### src/rtl/strap_pkg.sv
package strap_pkg;

    typedef enum logic [1:0] {
        ST_STRAP   = 2'd0,
        ST_HOLD_PU = 2'd1,
        ST_RUN     = 2'd2
    } strap_state_e;

    // Frequency code helpers: all zeros is the base rate, all ones the doubled
    // rate, anything else is reserved.
    function automatic logic freq_is_fast(input logic [1:0] code);
        return &code;
    endfunction

    function automatic logic freq_is_reserved(input logic [1:0] code);
        return (|code) & ~(&code);
    endfunction

endpackage

### src/rtl/strap_rst_sync.sv
module strap_rst_sync #(
    parameter int STAGES = 2
) (
    input  logic clk,
    input  logic rst_n_async,
    output logic rst_n_sync
);
    logic [STAGES-1:0] chain_q;

    generate
        if (STAGES == 1) begin : g_single
            always_ff @(posedge clk or negedge rst_n_async) begin
                if (!rst_n_async) chain_q <= '0;
                else              chain_q <= 1'b1;
            end
        end else begin : g_multi
            always_ff @(posedge clk or negedge rst_n_async) begin
                if (!rst_n_async) chain_q <= '0;
                else              chain_q <= {chain_q[STAGES-2:0], 1'b1};
            end
        end
    endgenerate

    assign rst_n_sync = chain_q[STAGES-1];
endmodule

### src/rtl/strap_ctrl_fsm.sv
module strap_ctrl_fsm
    import strap_pkg::*;
#(
    parameter int PU_HOLD = 4
) (
    input  logic clk,
    input  logic rst_n_core,
    output logic sampling,
    output logic pu_hold
);
    localparam int CNT_W = (PU_HOLD > 1) ? $clog2(PU_HOLD) : 1;
    localparam logic [CNT_W-1:0] CNT_LAST = CNT_W'(PU_HOLD - 1);

    strap_state_e state_q, state_d;
    logic [CNT_W-1:0] cnt_q, cnt_d;

    // State register
    always_ff @(posedge clk or negedge rst_n_core) begin
        if (!rst_n_core) begin
            state_q <= ST_STRAP;
            cnt_q   <= '0;
        end else begin
            state_q <= state_d;
            cnt_q   <= cnt_d;
        end
    end

    // Next state
    always_comb begin
        state_d = state_q;
        cnt_d   = cnt_q;
        unique case (state_q)
            ST_STRAP: begin
                cnt_d   = '0;
                state_d = ST_HOLD_PU;
            end
            ST_HOLD_PU: begin
                if (cnt_q == CNT_LAST) begin
                    state_d = ST_RUN;
                    cnt_d   = '0;
                end else begin
                    cnt_d = cnt_q + 1'b1;
                end
            end
            ST_RUN: begin
                state_d = ST_RUN;
            end
            default: state_d = ST_STRAP;
        endcase
    end

    // Outputs
    always_comb begin
        sampling = 1'b0;
        pu_hold  = 1'b0;
        unique case (state_q)
            ST_STRAP:   begin sampling = 1'b1; pu_hold = 1'b1; end
            ST_HOLD_PU: begin sampling = 1'b0; pu_hold = 1'b1; end
            ST_RUN:     begin sampling = 1'b0; pu_hold = 1'b0; end
            default:    begin sampling = 1'b1; pu_hold = 1'b1; end
        endcase
    end
endmodule

### src/rtl/strap_latch.sv
module strap_latch
    import strap_pkg::*;
#(
    parameter int FREQ_W  = 2,
    parameter int STRAP_W = FREQ_W + 1
) (
    input  logic               clk,
    input  logic               rst_n_core,
    input  logic               sampling,
    input  logic [STRAP_W-1:0] strap_pad_i,
    input  logic               psel_pad_i,
    output logic [STRAP_W-1:0] strap_q,
    output logic               clk_src_ext,
    output logic               clk_freq_48,
    output logic               freq_code_err,
    output logic               prog_mem_ext
);
    logic              psel_q;
    logic              err_q;
    logic [FREQ_W-1:0] code_now;
    logic [FREQ_W-1:0] code_q;

    // The sample registers follow the pads for as long as the machine is in
    // the strap state, so the last edge spent there is the capture edge.
    always_ff @(posedge clk) begin
        if (sampling) begin
            strap_q <= strap_pad_i;
            psel_q  <= psel_pad_i;
        end
    end

    assign code_now = strap_pad_i[FREQ_W-1:0];
    assign code_q   = strap_q[FREQ_W-1:0];

    always_ff @(posedge clk or negedge rst_n_core) begin
        if (!rst_n_core)   err_q <= 1'b0;
        else if (sampling) err_q <= (|code_now) & ~(&code_now);
    end

    assign clk_src_ext   = strap_q[FREQ_W];
    assign clk_freq_48   = &code_q;
    assign freq_code_err = err_q;
    assign prog_mem_ext  = ~psel_q;
endmodule

### src/rtl/strap_pad_ctrl.sv
module strap_pad_ctrl #(
    parameter int STRAP_W = 3
) (
    input  logic               sampling,
    input  logic               low_power,
    input  logic [STRAP_W-1:0] strap_q,
    output logic [STRAP_W-1:0] pad_oe,
    output logic [STRAP_W-1:0] pad_pd_en
);
    generate
        for (genvar i = 0; i < STRAP_W; i++) begin : g_pin
            // A pin releases the bus in low-power mode only if its strap was 1.
            assign pad_oe[i]    = ~sampling & ~(strap_q[i] & low_power);
            assign pad_pd_en[i] = sampling;
        end
    endgenerate
endmodule

### src/rtl/strap_capture_mux.sv
module strap_capture_mux #(
    parameter int FREQ_W      = 2,
    parameter int SYNC_STAGES = 2,
    parameter int PU_HOLD     = 4,
    localparam int STRAP_W    = FREQ_W + 1
) (
    input  logic               clk,
    input  logic               rst_n_pad,
    input  logic [STRAP_W-1:0] strap_pad_i,
    input  logic               psel_pad_i,
    input  logic [STRAP_W-1:0] core_addr_i,
    input  logic               cpu_idle_i,
    input  logic               wake_irq_i,
    input  logic               clk_sleep_i,
    output logic [STRAP_W-1:0] addr_pad_o,
    output logic [STRAP_W-1:0] addr_pad_oe,
    output logic [STRAP_W-1:0] strap_pd_en,
    output logic               psel_pu_en,
    output logic               mem_ce_n,
    output logic               clk_src_ext,
    output logic               clk_freq_48,
    output logic               freq_code_err,
    output logic               prog_mem_ext
);
    logic               rst_n_core;
    logic               sampling;
    logic               pu_hold;
    logic               low_power;
    logic [STRAP_W-1:0] strap_q;

    strap_rst_sync #(.STAGES(SYNC_STAGES)) u_sync (
        .clk         (clk),
        .rst_n_async (rst_n_pad),
        .rst_n_sync  (rst_n_core)
    );

    strap_ctrl_fsm #(.PU_HOLD(PU_HOLD)) u_fsm (
        .clk        (clk),
        .rst_n_core (rst_n_core),
        .sampling   (sampling),
        .pu_hold    (pu_hold)
    );

    strap_latch #(.FREQ_W(FREQ_W), .STRAP_W(STRAP_W)) u_latch (
        .clk           (clk),
        .rst_n_core    (rst_n_core),
        .sampling      (sampling),
        .strap_pad_i   (strap_pad_i),
        .psel_pad_i    (psel_pad_i),
        .strap_q       (strap_q),
        .clk_src_ext   (clk_src_ext),
        .clk_freq_48   (clk_freq_48),
        .freq_code_err (freq_code_err),
        .prog_mem_ext  (prog_mem_ext)
    );

    assign low_power = cpu_idle_i & ~wake_irq_i & clk_sleep_i;

    strap_pad_ctrl #(.STRAP_W(STRAP_W)) u_pads (
        .sampling  (sampling),
        .low_power (low_power),
        .strap_q   (strap_q),
        .pad_oe    (addr_pad_oe),
        .pad_pd_en (strap_pd_en)
    );

    assign addr_pad_o = core_addr_i;
    assign psel_pu_en = pu_hold;
    assign mem_ce_n   = sampling | low_power;
endmodule

### config.mk
export PLATFORM = sky130hd
export DESIGN_NAME = strap_capture_mux
export DESIGN_NICKNAME = d
export VERILOG_FILES = /design/src/rtl/strap_pkg.sv /design/src/rtl/strap_rst_sync.sv /design/src/rtl/strap_ctrl_fsm.sv /design/src/rtl/strap_latch.sv /design/src/rtl/strap_pad_ctrl.sv /design/src/rtl/strap_capture_mux.sv
export SDC_FILE = /design/constraint.sdc
export NUM_CORES = 1
export LEC_CHECK = 0
export ABC_AREA = 1
export BUFFER_PORTS_ARGS = -buffer_cell sky130_fd_sc_hd__clkbuf_2
export CAP_MARGIN = 10
export CORE_AREA = 8 8 45 47
export CTS_CLUSTER_DIAMETER = 100
export DETAILED_ROUTE_END_ITERATION = 12
export DIE_AREA = 0 0 53 55
export HOLD_SLACK_MARGIN = 0.05
export PLACE_DENSITY = 0.72
export SYNTH_ARGS = -nofsm -noshare
export SYNTH_HDL_FRONTEND = slang
export SYNTH_SLANG_ARGS = --single-unit
### constraint.sdc
create_clock -name clk -period 3 [get_ports clk]
set_clock_uncertainty 0.05 [all_clocks]
set_input_delay 0.45 -clock clk [delete_from_list [all_inputs] [get_ports clk]]
set_output_delay 0.45 -clock clk [all_outputs]
set_load 0.02 [all_outputs]
==> flow_metrics.py <==
metrics = {
    "pwr": {
        "irDropWorstVdd_v": 0.000210,
        "power.leakage_nw": 0.381,
        "sw_frac_of_total": 0.209,
        "seq_power_share": 0.584,
        "power-per-cell-area_mw_per_mm2": 412,
        "power.internal_w": 0.000216,
        "netSwitchingPower_w": 0.0000569,
        "combPwrFrac": 0.065,
        "pwr-share-clk": 0.351,
    },
    "worst_hold_path": {
        "hold_path_class": "flop to flop",
    },
    "final_layout": {
        "antennaDiodeCount": 0,
        "drive_gt1_frac": 0.325,
        "multi_input_combinational_cell_area_um2": 161,
        "final.fill_count": 146,
        "num-nets-final": 94,
        "seqCellArea_um2": 295,
        "area_delta_synth_final_pct": 22.7,
    },
    "floorplanning": {
        "die_h_um": 55,
        "design.portCount": 27,
        "design.die.area_mm2": 0.00292,
        "core_region_area_mm2": 0.00138,
        "core.rowCount": 14,
        "chip_width_um": 53,
        "initial_utilization": 0.390,
    },
    "timing": {
        "final-hold-violation-count": 0,
        "final_period_minus_worst_setup_slack_ns": 2.07,
        "rsz0062_at_grt": "no",
        "drv_slew": 0,
        "setup-violations-final": 0,
        "timing.setup.tns_ns": 0,
        "clock.fmax_mhz": 483,
        "min_period_over_period": 0.690,
        "timing.hold.ws_ns": 0.304,
    },
    "route": {
        "detailedRoute.firstPassIterationCount": 3,
        "drc": 0,
        "route.vias.total": 385,
        "drt_wl_total_um": 890,
        "antenna_left": 0,
        "post_drt_via_cell_ratio": 4.14,
        "wire_per_inst_um": 9.57,
        "violation_count_after_the_first_detailed_routing_iteration": 3,
    },
    "setup_path": {
        "arrival_ns": 1.57,
        "path_cells": "inv_1 > ha_1 > inv_2 > or2_0 > nand2_1 > clkbuf_2",
        "critPathRequiredTime_ns": 2.50,
        "timing.critical_path.slowest_cell_delay_ns": 0.35,
        "path_delay_family": "flip-flops",
        "cp_bufs_invs": 3,
        "crit_fanout": 11,
        "crit_path_start_kind": "flop",
        "cp_slowest_cell": "dfrtp_1",
        "setup.worst_path.class": "flop to output port",
        "critPathCaptureType": "output port",
    },
    "synthesis": {
        "ys_warn_count": 0,
        "synth_nets": 73,
        "syn-cell-area_um2": 539,
        "synth_cells": 57,
        "ys_seq_area_frac": 0.548,
        "synth.avg_cell_area_um2": 9.46,
        "synth-seq-cells": 11,
        "synth_cell_types": 12,
    },
    "global_routing": {
        "grt_start_max_net_pins": 12,
        "first_global_vias": 405,
        "grt_first_pass_wirelength_um": 1420,
        "track_usage": 0.0663,
        "grt_antenna_before_repair": 0,
        "grt_overflow": 0,
    },
    "clock_tree": {
        "worstSkewPairLatency_ns": 0.26,
        "max_h_tree_level": 1,
        "cts_buffer_depth": 2,
        "cts.repair_timing.setup_buffer_count": 0,
        "tritoncts_clock_tree": "yes",
        "cts_num_sinks": 11,
        "ctsRootBufferMaster": "clkbuf_4",
        "clock_buffers_created_by_tritoncts": 3,
        "cts-resized-gates": 0,
        "cts_hold_repair.buffers": 2,
        "cts.clk_slew.worst_paths_ns": 0.07,
    },
    "run": {
        "maxCapViolCount": 0,
    },
    "placement": {
        "port-buffer-count": 20,
        "place.gp.congestion": 0.671,
        "post-dp-hpwl_um": 773,
    },
    "outcome": {
        "status": "finished clean",
    },
}
==> metrics by stage <==
| step | std cells | util | cell area, um2 | setup slack (ns) | power, W |
|---|---|---|---|---|---|
| floorplan | 57 | - | 539 | 1.34 | 0.000175 |
| global placement | 87 | 0.444 | 614 | 1.24 | 0.000178 |
| detailed placement | 87 | 0.444 | 614 | 1.20 | 0.000178 |
| CTS | 93 | 0.478 | 662 | 0.905 | 0.000277 |
| global route | 93 | 0.478 | 662 | 0.782 | 0.000288 |
| finish | 93 | 0.478 | 662 | 0.930 | 0.000272 |
==> registers in the layout (all words and copies together), names as in the netlist <==
register and flops:
u_fsm.state_q 2, u_fsm.cnt_q 2, u_sync.chain_q 2, u_latch.strap_q 3
u_latch.freq_code_err 1, u_latch.psel_q 1
==> cell families after synthesis <==
kind of cell	synth area share
flip-flops	0.548
adder cells (fa/ha/maj)	0.0928
AO/OA/AOI/OAI	0.0278
buffers and inverters	0.153
other	0.00695
AND/OR/NAND/NOR	0.172
==> synthesized netlist by cell type <==
| master | instances | share of area |
|---|---|---|
| buf_4 | 6 | 0.084 |
| conb_1 | 1 | 0.0070 |
| dfrtp_1 | 7 | 0.32 |
| edfxtp_1 | 4 | 0.22 |
| ha_1 | 4 | 0.093 |
| inv_1 | 9 | 0.063 |
| inv_2 | 1 | 0.0070 |
| nand2_1 | 16 | 0.11 |
| nand3_1 | 2 | 0.019 |
| nor2_1 | 1 | 0.0070 |
| o21ai_0 | 3 | 0.028 |
| or2_0 | 3 | 0.035 |
==> cell type report <==
cell class / count / share of cell area
Clock buffer: 3 / 0.0340
Clock inverter: 1 / 0.00756
Inverter: 10 / 0.0567
Multi-Input combinational cell: 30 / 0.244
Sequential cell: 11 / 0.446
Tap cell: 16 / 0.0302
Timing Repair Buffer: 22 / 0.181
==> final timing paths <==
check | from | slack [ns] | depth (start not counted) | endpoint
setup / recovery | u_fsm.state_q[1]$_DFFE_PN0P_ | 0.93 | 6 | addr_pad_oe[2]
hold / removal | u_sync.chain_q[0]$_DFF_PN0_ | 0.30 | 0 | u_sync.chain_q[1]$_DFF_PN0_
setup reg to reg | u_fsm.state_q[0]$_DFFE_PN0P_ | 1.72 | 3 | u_latch.strap_q[0]$_DFFE_PN_
hold reg to reg | u_sync.chain_q[0]$_DFF_PN0_ | 0.30 | 0 | u_sync.chain_q[1]$_DFF_PN0_
max in group asynchronous | u_sync.chain_q[1]$_DFF_PN0_ | 2.15 | 1 | u_fsm.state_q[0]$_DFFE_PN0P_
min in group asynchronous | rst_n_pad | 0.45 | 2 | u_sync.chain_q[0]$_DFF_PN0_
==> worst reg2reg max path: cells and delay by family (launching register included) <==
family,cells,cell delay [ns]
buf+inv,2,0.24
fa+ha+maj,1,0.35
flops,1,0.35
==> power groups by stage <==
stage	Combinational [W]	Clock (W)	Sequential, W
after CTS	0.0000183	0.0000996	0.000159
after global routing	0.0000206	0.000108	0.000159
after detailed placement	0.0000150	0	0.000163
final	0.0000178	0.0000956	0.000159
after floorplan	0.0000108	0	0.000164
after global placement	0.0000149	0	0.000163
==> per-layer routing <==
metal | vias up | global-route usage | wire, um
met5 | - | 0 | 0
met3 | 2 | 0.0160 | 68
met1 | 169 | 0.0612 | 339
met2 | 9 | 0.117 | 473
li1 | 205 | - | -
met4 | 0 | 0.0647 | 9
==> layout by cell type, fill, tap and decap left out <==
cell and count:
edfxtp_1 4, conb_1 1, or2_0 3, nand2_1 16, inv_1 9, clkbuf_2 20, clkinv_2 1, inv_2 1
o21ai_0 3, clkbuf_4 3, nand3_1 2, dlygate4sd3_1 2, dfrtp_1 7, nor2_1 1, ha_1 4
No activity file was read; power rests on OpenSTA's default activity.
